--- config.mk ---
export PLATFORM = sky130hd
export DESIGN_NAME = cplx_bfly_mac
export DESIGN_NICKNAME = d
export VERILOG_FILES = /design/src/rtl/cbm_pkg.sv /design/src/rtl/cbm_ctrl.sv /design/src/rtl/cbm_datapath.sv /design/src/rtl/cplx_bfly_mac.sv
export SDC_FILE = /design/constraint.sdc
export NUM_CORES = 2
export LEC_CHECK = 0
export BUFFER_PORTS_ARGS = -buffer_cell sky130_fd_sc_hd__buf_2
export CORE_MARGIN = 2
export CORE_UTILIZATION = 44
export CTS_BUF_LIST = sky130_fd_sc_hd__clkbuf_4
export CTS_CLUSTER_SIZE = 20
export DETAILED_ROUTE_END_ITERATION = 10
export GPL_ROUTABILITY_DRIVEN = 1
export SKIP_CTS_REPAIR_TIMING = 1
export SYNTH_ARGS = -nofsm -noshare
export SYNTH_HDL_FRONTEND = slang
export SYNTH_HIERARCHICAL = 1
export SYNTH_SLANG_ARGS = --single-unit
--- constraint.sdc ---
create_clock -name clk -period 4.8 [get_ports clk]
set_input_delay 0.96 -clock clk [delete_from_list [all_inputs] [get_ports clk]]
set_output_delay 0.96 -clock clk [all_outputs]
set_load 0.02 [all_outputs]
--- src/rtl/cbm_pkg.sv ---
package cbm_pkg;

  typedef enum logic [2:0] {
    OP_MUL  = 3'd0,
    OP_MAC  = 3'd1,
    OP_BFLY = 3'd2,
    OP_CJ1  = 3'd3,
    OP_CJ2  = 3'd4,
    OP_DUAL = 3'd5
  } op_e;

  // Strobes from control to datapath.
  typedef struct packed {
    logic capture;  // register results this cycle
    logic selXY;    // multiplier operands from X,Y instead of W,Y
    logic conjA;    // negate imaginary part of first operand
    logic conjB;    // negate imaginary part of second operand
    logic accLoad;  // accumulator <= product
    logic accAdd;   // accumulator <= base + product
    logic accZero;  // base is zero / clear accumulator
    logic bfly;     // sum/difference with X
    logic dual;     // two independent real lanes
    logic macOut;   // report accumulator on sum outputs
    logic bad;      // undefined operation code
  } ctrl_t;

endpackage

--- src/rtl/cbm_ctrl.sv ---
module cbm_ctrl
  import cbm_pkg::*;
(
  input  logic       clk,
  input  logic       rst_n,
  input  logic       inValid,
  input  logic [2:0] opCode,
  input  logic       accClear,
  output ctrl_t      ctrl,
  output logic       outValid,
  output logic       opErr
);

  logic isBad;

  always_comb begin
    isBad        = (opCode > OP_DUAL);
    ctrl         = '0;
    ctrl.capture = inValid;
    ctrl.accZero = accClear;
    ctrl.bad     = isBad;
    unique case (opCode)
      OP_MUL:  ctrl.accLoad = inValid;
      OP_MAC:  begin ctrl.accAdd = inValid; ctrl.macOut = 1'b1; end
      OP_BFLY: ctrl.bfly = 1'b1;
      OP_CJ1:  begin ctrl.selXY = 1'b1; ctrl.conjA = 1'b1; end
      OP_CJ2:  begin ctrl.selXY = 1'b1; ctrl.conjA = 1'b1; ctrl.conjB = 1'b1; end
      OP_DUAL: begin ctrl.selXY = 1'b1; ctrl.dual = 1'b1; end
      default: ;
    endcase
  end

  always_ff @(posedge clk or negedge rst_n) begin
    if (!rst_n) begin
      outValid <= 1'b0;
      opErr    <= 1'b0;
    end else begin
      outValid <= inValid;
      if (inValid) opErr <= isBad;
    end
  end

endmodule

--- src/rtl/cbm_datapath.sv ---
module cbm_datapath
  import cbm_pkg::*;
#(
  parameter int DATA_W = 16,
  parameter int ACC_W  = 40
) (
  input  logic                     clk,
  input  logic                     rst_n,
  input  ctrl_t                    ctrl,
  input  logic [1:0]               shiftAmt,
  input  logic signed [DATA_W-1:0] xRe,
  input  logic signed [DATA_W-1:0] xIm,
  input  logic signed [DATA_W-1:0] yRe,
  input  logic signed [DATA_W-1:0] yIm,
  input  logic signed [DATA_W-1:0] wRe,
  input  logic signed [DATA_W-1:0] wIm,
  output logic signed [DATA_W-1:0] sumRe,
  output logic signed [DATA_W-1:0] sumIm,
  output logic signed [DATA_W-1:0] difRe,
  output logic signed [DATA_W-1:0] difIm,
  output logic signed [ACC_W-1:0]  accRe,
  output logic signed [ACC_W-1:0]  accIm
);

  localparam int W1    = DATA_W + 1;   // room for negating the minimum value
  localparam int PW    = 2 * W1;       // full product width
  localparam int CW    = PW + 1;       // complex part width
  localparam int EXT_W = ACC_W + 1;    // common working width
  localparam int LANES = 4;

  localparam logic signed [EXT_W-1:0] OUT_MAX = {{(EXT_W-DATA_W+1){1'b0}}, {(DATA_W-1){1'b1}}};
  localparam logic signed [EXT_W-1:0] OUT_MIN = {{(EXT_W-DATA_W+1){1'b1}}, {(DATA_W-1){1'b0}}};
  localparam logic signed [EXT_W-1:0] ACC_MAX = {2'b00, {(ACC_W-1){1'b1}}};
  localparam logic signed [EXT_W-1:0] ACC_MIN = {2'b11, {(ACC_W-1){1'b0}}};

  function automatic logic signed [DATA_W-1:0] shiftSat(input logic signed [EXT_W-1:0] v,
                                                        input logic [1:0] sh);
    logic signed [EXT_W-1:0] s;
    s = v >>> sh;
    if (s > OUT_MAX)      shiftSat = OUT_MAX[DATA_W-1:0];
    else if (s < OUT_MIN) shiftSat = OUT_MIN[DATA_W-1:0];
    else                  shiftSat = s[DATA_W-1:0];
  endfunction

  function automatic logic signed [ACC_W-1:0] accSat(input logic signed [EXT_W-1:0] v);
    if (v > ACC_MAX)      accSat = ACC_MAX[ACC_W-1:0];
    else if (v < ACC_MIN) accSat = ACC_MIN[ACC_W-1:0];
    else                  accSat = v[ACC_W-1:0];
  endfunction

  // Operand selection with optional conjugation.
  logic signed [W1-1:0] aRe, aIm, bRe, bIm;
  always_comb begin
    if (ctrl.selXY) begin
      aRe = W1'(xRe);
      aIm = ctrl.conjA ? -W1'(xIm) : W1'(xIm);
    end else begin
      aRe = W1'(wRe);
      aIm = W1'(wIm);
    end
    bRe = W1'(yRe);
    bIm = ctrl.conjB ? -W1'(yIm) : W1'(yIm);
  end

  // Four parallel real multipliers: rr, ii, ri, ir.
  logic signed [W1-1:0] opA [LANES];
  logic signed [W1-1:0] opB [LANES];
  logic signed [PW-1:0] prod [LANES];
  always_comb begin
    opA[0] = aRe; opB[0] = bRe;
    opA[1] = aIm; opB[1] = bIm;
    opA[2] = aRe; opB[2] = bIm;
    opA[3] = aIm; opB[3] = bRe;
  end

  for (genvar g = 0; g < LANES; g++) begin : g_mult
    assign prod[g] = PW'(opA[g]) * PW'(opB[g]);
  end

  logic signed [CW-1:0] pRe, pIm;
  assign pRe = CW'(prod[0]) - CW'(prod[1]);
  assign pIm = CW'(prod[2]) + CW'(prod[3]);

  // Accumulator path.
  logic signed [EXT_W-1:0] baseRe, baseIm, accSumRe, accSumIm;
  logic signed [ACC_W-1:0] accNextRe, accNextIm;
  always_comb begin
    baseRe    = ctrl.accZero ? '0 : EXT_W'(accRe);
    baseIm    = ctrl.accZero ? '0 : EXT_W'(accIm);
    accSumRe  = baseRe + EXT_W'(pRe);
    accSumIm  = baseIm + EXT_W'(pIm);
    accNextRe = accSat(accSumRe);
    accNextIm = accSat(accSumIm);
  end

  always_ff @(posedge clk or negedge rst_n) begin
    if (!rst_n) begin
      accRe <= '0;
      accIm <= '0;
    end else if (ctrl.accAdd) begin
      accRe <= accNextRe;
      accIm <= accNextIm;
    end else if (ctrl.accLoad) begin
      accRe <= ACC_W'(pRe);
      accIm <= ACC_W'(pIm);
    end else if (ctrl.accZero) begin
      accRe <= '0;
      accIm <= '0;
    end
  end

  // Result selection: lanes 0..3 = sumRe, sumIm, difRe, difIm.
  logic signed [EXT_W-1:0]  wide   [LANES];
  logic signed [DATA_W-1:0] narrow [LANES];
  always_comb begin
    for (int i = 0; i < LANES; i++) wide[i] = '0;
    if (ctrl.bad) begin
      for (int i = 0; i < LANES; i++) wide[i] = '0;
    end else if (ctrl.bfly) begin
      wide[0] = EXT_W'(xRe) + EXT_W'(pRe);
      wide[1] = EXT_W'(xIm) + EXT_W'(pIm);
      wide[2] = EXT_W'(xRe) - EXT_W'(pRe);
      wide[3] = EXT_W'(xIm) - EXT_W'(pIm);
    end else if (ctrl.macOut) begin
      wide[0] = EXT_W'(accNextRe);
      wide[1] = EXT_W'(accNextIm);
    end else if (ctrl.dual) begin
      wide[0] = EXT_W'(prod[0]);
      wide[1] = EXT_W'(prod[1]);
    end else begin
      wide[0] = EXT_W'(pRe);
      wide[1] = EXT_W'(pIm);
    end
  end

  for (genvar g = 0; g < LANES; g++) begin : g_sat
    assign narrow[g] = shiftSat(wide[g], shiftAmt);
  end

  always_ff @(posedge clk or negedge rst_n) begin
    if (!rst_n) begin
      sumRe <= '0; sumIm <= '0; difRe <= '0; difIm <= '0;
    end else if (ctrl.capture) begin
      sumRe <= narrow[0];
      sumIm <= narrow[1];
      difRe <= narrow[2];
      difIm <= narrow[3];
    end
  end

endmodule

--- src/rtl/cplx_bfly_mac.sv ---
module cplx_bfly_mac
  import cbm_pkg::*;
#(
  parameter int DATA_W = 16,
  parameter int ACC_W  = 40
) (
  input  logic                     clk,
  input  logic                     rst_n,
  input  logic                     inValid,
  input  logic [2:0]               opCode,
  input  logic [1:0]               shiftAmt,
  input  logic                     accClear,
  input  logic signed [DATA_W-1:0] xRe,
  input  logic signed [DATA_W-1:0] xIm,
  input  logic signed [DATA_W-1:0] yRe,
  input  logic signed [DATA_W-1:0] yIm,
  input  logic signed [DATA_W-1:0] wRe,
  input  logic signed [DATA_W-1:0] wIm,
  output logic                     outValid,
  output logic signed [DATA_W-1:0] sumRe,
  output logic signed [DATA_W-1:0] sumIm,
  output logic signed [DATA_W-1:0] difRe,
  output logic signed [DATA_W-1:0] difIm,
  output logic signed [ACC_W-1:0]  accRe,
  output logic signed [ACC_W-1:0]  accIm,
  output logic                     opErr
);

  ctrl_t ctrl;

  cbm_ctrl ctrl_i (
    .clk(clk), .rst_n(rst_n), .inValid(inValid), .opCode(opCode),
    .accClear(accClear), .ctrl(ctrl), .outValid(outValid), .opErr(opErr)
  );

  cbm_datapath #(.DATA_W(DATA_W), .ACC_W(ACC_W)) dp_i (
    .clk(clk), .rst_n(rst_n), .ctrl(ctrl), .shiftAmt(shiftAmt),
    .xRe(xRe), .xIm(xIm), .yRe(yRe), .yIm(yIm), .wRe(wRe), .wIm(wIm),
    .sumRe(sumRe), .sumIm(sumIm), .difRe(difRe), .difIm(difIm),
    .accRe(accRe), .accIm(accIm)
  );

endmodule

==> run metrics <==
critical path fanouts, max=15; routability cong.=1.07; synth warn=6; Worst slew margin=0.251; grt total ovfl=0; number of max-cap violations=0; #FFs+latches synth=146; Syn Std Cell Area=70200 um2; Post-synth EDFFs=0; vias in the first global route=74.9k; nets=12.8k; failing checks=negative setup slack; H-tree Lvls=4; register area share after synthesis=0.0521; Worst setup SP type=primary input; type of the worst min-delay path=in2async; area leader, netlist=fa_1; Register Area=3650 um2; Starting Density=0.443; Top cell by count, worst path=buf_4; top layer reached by signal wires=met5; fillers=14.6k; top cells by area, synth=fa_1 34%, ha_1 10%, inv_1 7.9%; fin. max-slew vios=0; Multi-input gate area=61600 um2; Avg Synthesized Cell Area=8.04 um2; Critical Path Max Stage Delay=0.54 ns; worst setup margin=-8.73 ns; row count=146; crit path DAT=14.28 ns; Gate Count Post-Synth=8726; global-route wire length before repair=487000 um; gr usage total=0.405; RSZ-0062 raised after global routing=true; fin crit share=2.82; layout cells sized above 1=0.287; Critical Path RT=5.56 ns; Synth cell types=99; Yosys top cell area share=0.341; via count=74.2k; final setup fails=144; Post-DP HPWL=285000 um; largest net degree at the start of global routing=96; clk_skew=0.0618 ns; transition time of the tightest slew-check pin=1.12 ns; I/O pins=251; slowest cell on the critical path=or4_4; wire per inst=25.3 um; Hold Vio Cnt, Final=0; length of routed wiring on met1=136000 um; CTS Buf Count=17; hold_ws=0.233 ns; Die ar.=163000 um2; reg2reg end=dp_i/sumRe[3]; Cells after DPL=13.0k; Post-synth top flop=dfrtp_1; initial drt markers=7756; P&R area growth vs syn=34.1%; Setup Crit Path Kind=in2reg; # port buffers=250; vias per cell=5.68; antenna violations before repair=38; Core ar.=158000 um2; Critical Path Sink Type=flip-flop; Synth Net Count=10.6k; metal3 WL=37200 um; Period minus WS final=13.53 ns; TritonCTS clock tree=yes; final non-filler cell total=13.1k; first drt pass iteration count=6; count leader, synth=inv_1; Antenna Nets Post-Route=0; metal2 WL=139000 um; most frequent cells after synthesis=1484 x inv_1, 1195 x fa_1, 969 x nand2_1, 766 x nor2_1, 566 x ha_1; asr flop ratio synth=1.00; Max Clock Freq=0.0739 GHz; Max clock buf depth=2; Worst-path clk slew=0.21 ns; register-to-register setup slack=-1.36 ns; outcome=finished with violations; clock root buffer master=clkbuf_4; DIE HEIGHT=403 um; Routed WL=331000 um; Crit Reg-Reg Startpoint=dp_i/accRe[0]; Sum Neg Setup Slack=-1084.68 ns; cells on worst reg2reg path=26; Die W=403 um; DR DRC count=0; Core Util, Final=0.594; CTS sink count=146; clock latency on the worst-skew pair=0.87 ns
[cell families after synthesis]
logic type	share of synthesized area
simple gates	0.162
buf+inv	0.104
compound gates	0.169
fa+ha+maj	0.444
xor+xnor	0.0452
mux	0.0234
flops	0.0521
[layer usage]
metal  vias up  track usage
li1      32800            -
met1     36900        0.556
met2      3745        0.599
met3       728        0.108
met4        20        0.173
met5         -      0.00892
[state kept, by name, summed over array words and instances (netlist names)]
signal,cells
ctrl_i/opErr,1
ctrl_i/outValid,1
dp_i/accIm,40
dp_i/accRe,40
dp_i/difIm,16
dp_i/difRe,16
dp_i/sumIm,16
dp_i/sumRe,16
[metrics by stage]
step | instance area, um2 | setup slack, ns
after global routing | 94100 | -9.20
after detailed placement | 91600 | -10.18
after floorplan | 70900 | -8.31
after global placement | 91600 | -10.08
final | 94100 | -8.73
after CTS | 91900 | -9.31
[critical path: cells and delay by family]
| kind | cells | cell delay (ns) |
|---|---|---|
| simple gates | 13 | 2.80 |
| buf+inv | 16 | 2.21 |
| fa+ha+maj | 10 | 3.90 |
| compound gates | 19 | 3.85 |
| xor+xnor | 3 | 0.55 |
[worst max path at each step]
stage,to,from,cells past startpoint
2_1_floorplan,dp_i/sumRe[14],xIm[1],58
3_3_place_gp,dp_i/sumRe[14],xIm[1],59
3_5_place_dp,dp_i/sumRe[1],xIm[0],60
4_1_cts,dp_i/sumRe[3],xIm[0],60
5_1_grt,dp_i/sumRe[3],xIm[1],59
6_report,dp_i/sumRe[3],xIm[1],61
[layout by cell type, fill, tap and decap left out, drive strengths merged, types with 82 or more instances in the layout]
| master | n |
|---|---|
| dfrtp | 146 |
| xor2 | 110 |
| buf | 2646 |
| nand2 | 970 |
| a211oi | 85 |
| xnor2 | 252 |
| nor2 | 767 |
| mux2i | 112 |
| ha | 566 |
| inv | 1494 |
| a21o | 127 |
| nor2b | 101 |
| o21ai | 366 |
| fa | 1195 |
| and2 | 253 |
| nand3 | 82 |
| a21oi | 516 |
[layout make-up]
class | instances | share of cell area
inverter | 1492 | 0.0598
tap | 2072 | 0.0276
sequential | 146 | 0.0388
multi-input combinational | 6650 | 0.655
clock inverter | 15 | 0.00191
antenna | 21 | 0.000558
timing repair buffer | 2648 | 0.215
clock buffer | 17 | 0.00136
Power is not shown: default switching activity piles up to over one toggle a cycle in this logic, so the estimate is an artifact.
